<file path="src/rtl/gr_pkg.sv">
package gr_pkg;

    // Ramp controller state, updated on each sample strobe
    typedef enum logic [1:0] {
        GR_HOLD  = 2'd0,
        GR_RISE  = 2'd1,
        GR_FALL  = 2'd2,
        GR_MUTED = 2'd3
    } gr_state_e;

    // Relation of a gain value to the target
    typedef enum logic [1:0] {
        REL_EQ    = 2'd0,
        REL_BELOW = 2'd1,
        REL_ABOVE = 2'd2
    } gr_rel_e;

endpackage

</file>
<file path="src/rtl/gr_zero_watch.sv">
module gr_zero_watch #(
    parameter int SAMPLE_W = 16,
    parameter int LEN_W    = 8
) (
    input  logic                clk,
    input  logic                rst_n,
    input  logic                strobe,
    input  logic [SAMPLE_W-1:0] left,
    input  logic [SAMPLE_W-1:0] right,
    input  logic [LEN_W-1:0]    zero_len,
    output logic                zero_flag
);

    localparam logic [LEN_W-1:0] RUN_MAX = {LEN_W{1'b1}};

    logic [LEN_W-1:0] run_q;
    logic [LEN_W-1:0] run_inc;
    logic             both_zero;
    logic             flag_q;

    assign both_zero = (left == '0) && (right == '0);
    assign run_inc   = (run_q == RUN_MAX) ? run_q : run_q + 1'b1;

    always_ff @(posedge clk or negedge rst_n) begin
        if (!rst_n) begin
            run_q  <= '0;
            flag_q <= 1'b0;
        end else if (strobe) begin
            if (both_zero) begin
                run_q  <= run_inc;
                flag_q <= (run_inc >= zero_len);
            end else begin
                run_q  <= '0;
                flag_q <= 1'b0;
            end
        end
    end

    assign zero_flag = flag_q;

endmodule

</file>
<file path="src/rtl/gr_ramp_ctrl.sv">
module gr_ramp_ctrl
    import gr_pkg::*;
#(
    parameter int CODE_W = 11
) (
    input  logic              clk,
    input  logic              rst_n,
    input  logic              strobe,
    input  logic [CODE_W-1:0] code,
    input  logic              mute_req,
    output logic [CODE_W-1:0] gain,
    output gr_state_e         state
);

    localparam int                FRAC_W = CODE_W - 1;
    localparam logic [CODE_W-1:0] UNITY  = CODE_W'(1) << FRAC_W;

    gr_state_e         state_q, state_d;
    logic [CODE_W-1:0] gain_q, gain_step;
    logic [CODE_W-1:0] target;
    gr_rel_e           rel_now, rel_next;

    // Target selection: a mute wins, then the code clamped to unity
    always_comb begin
        if (mute_req)
            target = '0;
        else if (code > UNITY)
            target = UNITY;
        else
            target = code;
    end

    always_comb begin
        if (gain_q < target)      rel_now = REL_BELOW;
        else if (gain_q > target) rel_now = REL_ABOVE;
        else                      rel_now = REL_EQ;
    end

    // One step toward the target from the current gain
    always_comb begin
        unique case (rel_now)
            REL_BELOW: gain_step = gain_q + 1'b1;
            REL_ABOVE: gain_step = gain_q - 1'b1;
            default:   gain_step = gain_q;
        endcase
    end

    always_comb begin
        if (gain_step < target)      rel_next = REL_BELOW;
        else if (gain_step > target) rel_next = REL_ABOVE;
        else                         rel_next = REL_EQ;
    end

    // Next state: to_rise / to_fall / to_hold / to_muted
    always_comb begin
        state_d = state_q;
        if (strobe) begin
            unique case (rel_next)
                REL_BELOW: state_d = GR_RISE;
                REL_ABOVE: state_d = GR_FALL;
                default:   state_d = mute_req ? GR_MUTED : GR_HOLD;
            endcase
        end
    end

    // State register
    always_ff @(posedge clk or negedge rst_n) begin
        if (!rst_n) state_q <= GR_HOLD;
        else        state_q <= state_d;
    end

    // Gain register (output of the controller)
    always_ff @(posedge clk or negedge rst_n) begin
        if (!rst_n)      gain_q <= '0;
        else if (strobe) gain_q <= gain_step;
    end

    assign gain  = gain_q;
    assign state = state_q;

endmodule

</file>
<file path="src/rtl/gr_scale_lane.sv">
module gr_scale_lane #(
    parameter int SAMPLE_W = 16,
    parameter int CODE_W   = 11
) (
    input  logic                       clk,
    input  logic                       rst_n,
    input  logic                       strobe,
    input  logic signed [SAMPLE_W-1:0] sample,
    input  logic        [CODE_W-1:0]   gain,
    output logic signed [SAMPLE_W-1:0] result
);

    localparam int FRAC_W = CODE_W - 1;
    localparam int PROD_W = SAMPLE_W + CODE_W + 1;

    localparam logic signed [PROD_W-1:0] BIAS =
        {{(PROD_W-FRAC_W){1'b0}}, {FRAC_W{1'b1}}};

    logic signed [PROD_W-1:0]   prod;
    logic signed [PROD_W-1:0]   biased;
    logic signed [PROD_W-1:0]   shifted;
    logic signed [SAMPLE_W-1:0] result_q;

    // The bias added to negative products makes the shift round toward zero
    assign prod    = PROD_W'(sample) * $signed({1'b0, gain});
    assign biased  = prod[PROD_W-1] ? prod + BIAS : prod;
    assign shifted = biased >>> FRAC_W;

    always_ff @(posedge clk or negedge rst_n) begin
        if (!rst_n)      result_q <= '0;
        else if (strobe) result_q <= shifted[SAMPLE_W-1:0];
    end

    assign result = result_q;

endmodule

</file>
<file path="src/rtl/pcm_gain_ramp.sv">
module pcm_gain_ramp
    import gr_pkg::*;
#(
    parameter int SAMPLE_W = 16,
    parameter int CODE_W   = 11,
    parameter int ZLEN_W   = 8
) (
    input  logic                       clk,
    input  logic                       rst_n,
    input  logic                       smp_valid,
    input  logic signed [SAMPLE_W-1:0] smp_left,
    input  logic signed [SAMPLE_W-1:0] smp_right,
    input  logic        [CODE_W-1:0]   att_code,
    input  logic                       soft_mute,
    input  logic                       zero_mute_en,
    input  logic        [ZLEN_W-1:0]   zero_len,
    output logic                       out_valid,
    output logic signed [SAMPLE_W-1:0] out_left,
    output logic signed [SAMPLE_W-1:0] out_right,
    output logic                       zero_flag,
    output logic                       ramp_busy,
    output logic                       mute_done
);

    localparam int NCH = 2;

    logic              zflag_w;
    logic              mute_req;
    logic [CODE_W-1:0] gain_w;
    gr_state_e         state_w;
    logic              valid_q;

    logic [NCH-1:0][SAMPLE_W-1:0] lane_in;
    logic [NCH-1:0][SAMPLE_W-1:0] lane_out;

    assign lane_in[0] = smp_left;
    assign lane_in[1] = smp_right;

    gr_zero_watch #(
        .SAMPLE_W (SAMPLE_W),
        .LEN_W    (ZLEN_W)
    ) zero_i (
        .clk       (clk),
        .rst_n     (rst_n),
        .strobe    (smp_valid),
        .left      (smp_left),
        .right     (smp_right),
        .zero_len  (zero_len),
        .zero_flag (zflag_w)
    );

    assign mute_req = soft_mute | (zero_mute_en & zflag_w);

    gr_ramp_ctrl #(
        .CODE_W (CODE_W)
    ) ramp_i (
        .clk      (clk),
        .rst_n    (rst_n),
        .strobe   (smp_valid),
        .code     (att_code),
        .mute_req (mute_req),
        .gain     (gain_w),
        .state    (state_w)
    );

    for (genvar c = 0; c < NCH; c++) begin : g_lane
        logic signed [SAMPLE_W-1:0] res_w;
        gr_scale_lane #(
            .SAMPLE_W (SAMPLE_W),
            .CODE_W   (CODE_W)
        ) lane_i (
            .clk    (clk),
            .rst_n  (rst_n),
            .strobe (smp_valid),
            .sample ($signed(lane_in[c])),
            .gain   (gain_w),
            .result (res_w)
        );
        assign lane_out[c] = res_w;
    end

    always_ff @(posedge clk or negedge rst_n) begin
        if (!rst_n) valid_q <= 1'b0;
        else        valid_q <= smp_valid;
    end

    assign out_valid = valid_q;
    assign out_left  = $signed(lane_out[0]);
    assign out_right = $signed(lane_out[1]);
    assign zero_flag = zflag_w;
    assign ramp_busy = (state_w == GR_RISE) || (state_w == GR_FALL);
    assign mute_done = (state_w == GR_MUTED);

endmodule

</file>
<file path="config.mk">
export PLATFORM = sky130hd
export DESIGN_NAME = pcm_gain_ramp
export DESIGN_NICKNAME = d
export VERILOG_FILES = /design/src/rtl/gr_pkg.sv /design/src/rtl/gr_zero_watch.sv /design/src/rtl/gr_ramp_ctrl.sv /design/src/rtl/gr_scale_lane.sv /design/src/rtl/pcm_gain_ramp.sv
export SDC_FILE = /design/constraint.sdc
export NUM_CORES = 1
export LEC_CHECK = 0
export BUFFER_PORTS_ARGS = -buffer_cell sky130_fd_sc_hd__buf_2
export CAP_MARGIN = 20
export CORE_MARGIN = 2
export CORE_UTILIZATION = 45
export DETAILED_ROUTE_END_ITERATION = 8
export PLACE_DENSITY = 0.64
export SYNTH_ARGS = -nofsm -noshare
export SYNTH_HDL_FRONTEND = slang
export SYNTH_SLANG_ARGS = --single-unit
</file>
<file path="constraint.sdc">
create_clock -name clk -period 6.5 [get_ports clk]
set_input_delay 0.975 -clock clk [delete_from_list [all_inputs] [get_ports clk]]
set_output_delay 0.975 -clock clk [all_outputs]
set_load 0.02 [all_outputs]
</file>
; ---- Word-level counts from Yosys, hierarchy flattened
; Cells that the tools add are included.
[word_totals]
ff_bits = 55
inputBits = 56
output_inout_bits = 36
[classes]
n_addsub = 5
mul = 2
order_cmp = 6
eq_ne = 8
n_mux = 14
bitwise = 2
n_reduce_logical = 4
[ops]
columns = op, count
row1 = 16-bit by 12-bit multiplier with 28-bit output, 2
row2 = 26-bit by 11-bit adder with 26-bit output (second input constant), 2
row3 = 26-bit 2-to-1 mux, 2
row4 = 16-bit logical NOT, 2
row5 = 11-bit greater-than comparator, 2
row6 = 11-bit less-than comparator, 2
row7 = 11-bit 2-to-1 mux, 2
row8 = 11-bit one-hot mux with 2 select lines, 1
row9 = 8-bit 2-to-1 mux, 2
row10 = 11-bit by 1-bit adder with 11-bit output (second input constant), 1
row11 = 11-bit greater-than comparator (second input constant), 1
row12 = 11-bit by 1-bit subtractor with 11-bit output (second input constant), 1
row13 = 2-bit 2-to-1 mux, 5
row14 = 8-bit by 1-bit adder with 8-bit output (second input constant), 1
row15 = 2-bit == test (second input constant), 4
row16 = 8-bit == test (second input constant), 1
row17 = 8-bit >= comparator, 1
row18 = 2-bit by 1-bit == test with 1-bit output (second input constant), 3
row19 = 2-bit one-hot mux with 2 select lines, 1
row20 = 1-bit bitwise AND, 1
row21 = 1-bit logical AND, 1
row22 = 1-bit logical OR, 1
row23 = 1-bit 2-to-1 mux, 1
row24 = 1-bit bitwise OR, 1

; ---- Longest topological paths before layout
[logic_depth]
ltp_word = 13
mapped_depth = 30

; ---- Cells and area by module
; Synthesis repeated with hierarchy kept, for this count alone.
[hier_totals]
hier_cells = 2074
area_unflattened_um2 = 17981.0
[modules_own_cells]
columns = mod, instances, cells_per_inst, area_per_inst_um2, seq_area_each_um2
row1 = gr_scale_lane (g_lane[0].lane_i), 1, 913, 7793.7, 400.4
row2 = gr_scale_lane (g_lane[1].lane_i), 1, 902, 7709.9, 400.4
row3 = gr_ramp_ctrl, 1, 171, 1632.8, 325.3
row4 = gr_zero_watch, 1, 85, 799.5, 225.2
row5 = pcm_gain_ramp, 1, 3, 45.0, 25.0

; ---- Worst setup path before layout
; No wires, ideal clock.
[synth_path]
path_kind = input to register
startpoint = input smp_left[5]
endpoint = register g_lane[0].lane_i.result_q[14]
setup_time_ns = 0.126
arrival_ns = 6.770
path_slack_ns = -0.396
path_stages = 22
cell_sequence = clkbuf_1 > and2_1 > fa_1 > inv_1 > fa_1 > inv_1 > fa_1 > fa_1 > inv_1 > fa_1 > inv_1 > ha_1 > a211o_1 > a211o_1 > a221oi_1 > xnor2_1 > o2111ai_1 > nor4_1 > and3_1 > and3_1 > nor3_1 > a221o_1
[synth_between]
elab_chain_cells = 3
[synth_rtl]
columns = item, line
row1 = "start, declared", pcm_gain_ramp.sv:11  ; input logic signed [SAMPLE_W-1:0] smp_left,
row2 = 16-bit by 12-bit multiplier with 28-bit output *, gr_scale_lane.sv:25  ; assign prod = PROD_W'(sample) * $signed({1'b0, gain});
row3 = 26-bit by 11-bit adder with 26-bit output, gr_scale_lane.sv:26  ; assign biased = prod[PROD_W-1] ? prod + BIAS : prod;
row4 = 26-bit 2-to-1 mux *, gr_scale_lane.sv:26
row5 = "end signal, assigned", gr_scale_lane.sv:31  ; else if (strobe) result_q <= shifted[SAMPLE_W-1:0];
row6 = "end, declared", gr_scale_lane.sv:22  ; logic signed [SAMPLE_W-1:0] result_q;
; Every way passes the cells marked *; elsewhere a longest branch is shown, timed or not.
; A chain may end at the register's enable or synchronous reset.

; ---- Worst setup path after layout
[layout_path]
startpoint = input smp_right[11]
endpoint = register g_lane[1].lane_i.result_q[12]
[layout_between]
elab_chain_cells = 3
[layout_rtl]
columns = item, line
row1 = "start, declared", pcm_gain_ramp.sv:12  ; input logic signed [SAMPLE_W-1:0] smp_right,
row2 = 16-bit by 12-bit multiplier with 28-bit output *, gr_scale_lane.sv:25
row3 = 26-bit by 11-bit adder with 26-bit output, gr_scale_lane.sv:26
row4 = 26-bit 2-to-1 mux *, gr_scale_lane.sv:26
row5 = "end signal, assigned", gr_scale_lane.sv:31
row6 = "end, declared", gr_scale_lane.sv:22
; Marks and branches as above.

==> results.yml <==
critical_path:
  crit_required_ps: 6700
  critPathLaunchType: "primary input"
  crit_type: "in2reg"
  worst_setup_path_end_kind: "flip-flop"
  cp_data_arrival_time_ps: 6570
  crit_fanout: 8
timing:
  slew_headroom: 0.448
  fin_skew_ps: 11.1
  drv_slew: 0
  hold_viol: 0
  post-route-min-period_ps: 6380
  fin_crit_sh: 0.981
  rsz0062_at_grt: "true"
  fmax_ghz: 0.157
  worst_pin_slew_ps: 827
  whs_ps: 489
  setup_violations: 0
global_routing:
  grt_pass1_vias: 15700
  grt-ovfl-total: 0
  grt_antenna_before_repair: 1
  grt_pass1_wl_mm: 74.6
  track_usage: 0.221
  grt_max_degree: 56
place:
  port_buffers: 91
  placed_cell_area_um2: 20400
  detailed_place_hpwl_mm: 37.0
  place_congestion: 0.901
  dp.cells: 2831
layout:
  fin_nets: 2871
  area.growth.synth_to_final_pct: 18.7
  stdcell_count: 2846
  design_area_um2: 21000
  n_fill_cell: 3637
  regArea_um2: 1380
  drive_gt1_frac: 0.191
  final_util: 0.542
  multiInputGateArea_um2: 14700
synth:
  synthAdderAreaFrac: 0.482
  netlist_instances: 2076
  yosys_warnings: 0
  post_synth.cell_area_avg_um2: 8.53
  synth-xor-area-share: 0.0411
  synth_mux_area_frac: 0.0160
  netlist-cell-type-count: 70
  async_flop_share: 1.00
  syn_nets: 2620
  synth-seq-cells: 55
  synth_compound_area_frac: 0.0986
  seq_area_frac_synth: 0.0778
  synth_ff_type: "dfrtp_1"
  synthSimpleGateAreaFrac: 0.169
  synth-edff-count: 0
  synth_top_family_by_area: "adder cells"
  syn_area_um2: 17700
flow_run:
  drv_cap: 0
cts:
  cts-hold-fix-buffers: 0
  clkTransAtPathRegs_ps: 70
  cts.sinks: 55
  htreeDepth: 2
  cts_root_buf: "clkbuf_16"
  cts.path.max_buffers: 2
  insertion_delay_ps: 320
  cts-buffers-inserted: 5
  cts_tree: "yes"
route:
  route.detailed.drc: 0
  dr_total_vias: 14500
  drtIter0Drc: 491
  firstDrtPassIters: 5
  wl_per_cell_um: 15.2
  routed_wl_mm: 43.1
  via_per_inst: 5.08
  ant_nets: 0
floorplan:
  io-pin-count: 92
  row_count: 72
  coreArea_um2: 38700
  die-area_um2: 40900
  die_x_um: 202
  die_h_um: 202
  start_util: 0.457
worst_hold_path:
  min_path_type: "reg2reg"
status:
  status: "complete, no violations"
[cell families (layout without fill, tap and decap cells)]
family / count (synthesis) / count (layout)
simple gates: 624 / 624
flops: 55 / 55
other cells: 0 / 1
compound gates: 257 / 257
mux: 26 / 26
xor+xnor: 83 / 83
fa+ha+maj: 488 / 488
buf+inv: 543 / 794
[registers in the layout (all words and copies together), names as in the netlist]
signal	flops
ramp_i.state	2
g_lane.lane_i.result	32
zero_i.run_q	8
out_valid	1
zero_i.zero_flag	1
ramp_i.gain	11
[cell type report]
| type | instances | share of cell area |
|---|---|---|
| Antenna cell | 1 | 0.000119 |
| Clock buffer | 5 | 0.00596 |
| Clock inverter | 2 | 0.00179 |
| Inverter | 448 | 0.0800 |
| Multi-Input combinational cell | 1478 | 0.699 |
| Sequential cell | 55 | 0.0656 |
| Tap cell | 518 | 0.0309 |
| Timing Repair Buffer | 339 | 0.116 |
[per-layer routing]
layer	wire length, µm	vias up	track usage
met5	0	-	0
met4	1030	0	0.0581
met3	1370	74	0.0245
met2	21900	259	0.400
met1	18800	7176	0.281
li1	-	6947	-
[synthesized netlist by cell type (5+ instances only)]
cell        n  area share
nand2b_1    8      0.0028
xor2_1     22       0.011
nand2_1   299       0.063
xnor2_1    61       0.030
nor2_1     64       0.014
o211ai_1   15      0.0064
buf_2       5      0.0014
ha_1      165        0.12
a22o_1      7      0.0035
dfrtp_1    55       0.078
nand3_1    27      0.0076
a211oi_1    8      0.0034
nor2b_1     8      0.0028
a211o_1     8      0.0040
or3_1       5      0.0018
inv_1     447       0.095
mux2i_1     7      0.0040
a21oi_1    71       0.020
o21ai_0    37       0.010
nand4_1    18      0.0064
nor4_1     14      0.0049
o21ai_1     5      0.0014
o31ai_1     6      0.0025
mux2_2     19       0.012
a21o_1     22      0.0093
and2_1    129       0.046
fa_1      323        0.37
clkbuf_1   89       0.019
o22ai_1     5      0.0018
and3_1     14      0.0049
nor3_1     18      0.0051
o21a_1     19      0.0081
a31oi_1    11      0.0039
[repair_timing]
action,in CTS,in global routing
setup endpoints to repair,5,24
setup buffers,1,6
resized for setup,1,97
pin swaps,2,47
gates cloned,0,0
endpoints found under the hold margin,0,0
[through the flow]
| stage | TNS [ps] | worst slack, ps |
|---|---|---|
| floorplan | 0 | 2.54 |
| global placement | -3720 | -293 |
| detailed placement | -5500 | -345 |
| CTS | -10.7 | -10.7 |
| global route | -260 | -89.6 |
| finish | 0 | 123 |
[path summary, 6_finish.rpt]
path | endpoint | start | slack (ps) | cells after the start
max | g_lane[1].lane_i.result[12] | smp_right[11] | 120 | 22
min | g_lane[0].lane_i.result[13] | g_lane[0].lane_i.result[13] | 490 | 1
max reg2reg | g_lane[0].lane_i.result[14] | ramp_i.gain[7] | 270 | 22
min reg2reg | g_lane[0].lane_i.result[13] | g_lane[0].lane_i.result[13] | 490 | 1
max in group asynchronous | ramp_i.gain[3] | rst_n | 5070 | 2
min in group asynchronous | g_lane[0].lane_i.result[13] | rst_n | 840 | 2
[critical path, stage by stage]
cell     delay [ps]
buf_2           120
buf_4           170
and2_1          150
fa_1            490
fa_1            590
fa_1            460
fa_1            530
inv_1            60
fa_1            470
inv_1            50
ha_1            310
buf_4           150
and2_1          160
a22o_1          210
a311o_1         380
buf_4           170
a21oi_2         150
o21ai_0         120
xor2_1          330
buf_4           180
xor2_1           60
mux2_2          280
[layout by cell type (no fill, tap or decap), types with 27 or more instances in the layout]
cell and count:
a21oi_1 63, nand2_1 296, inv_1 441, nand3_1 27, and2_1 122, nor2_1 63, ha_1 157, buf_2 79
xnor2_1 58, o21ai_0 33, dfrtp_1 53, fa_1 318, buf_4 246
Power is left out: the tool's default activity adds up to more than one toggle a clock period on the data nets, which glitch-free logic cannot reach.
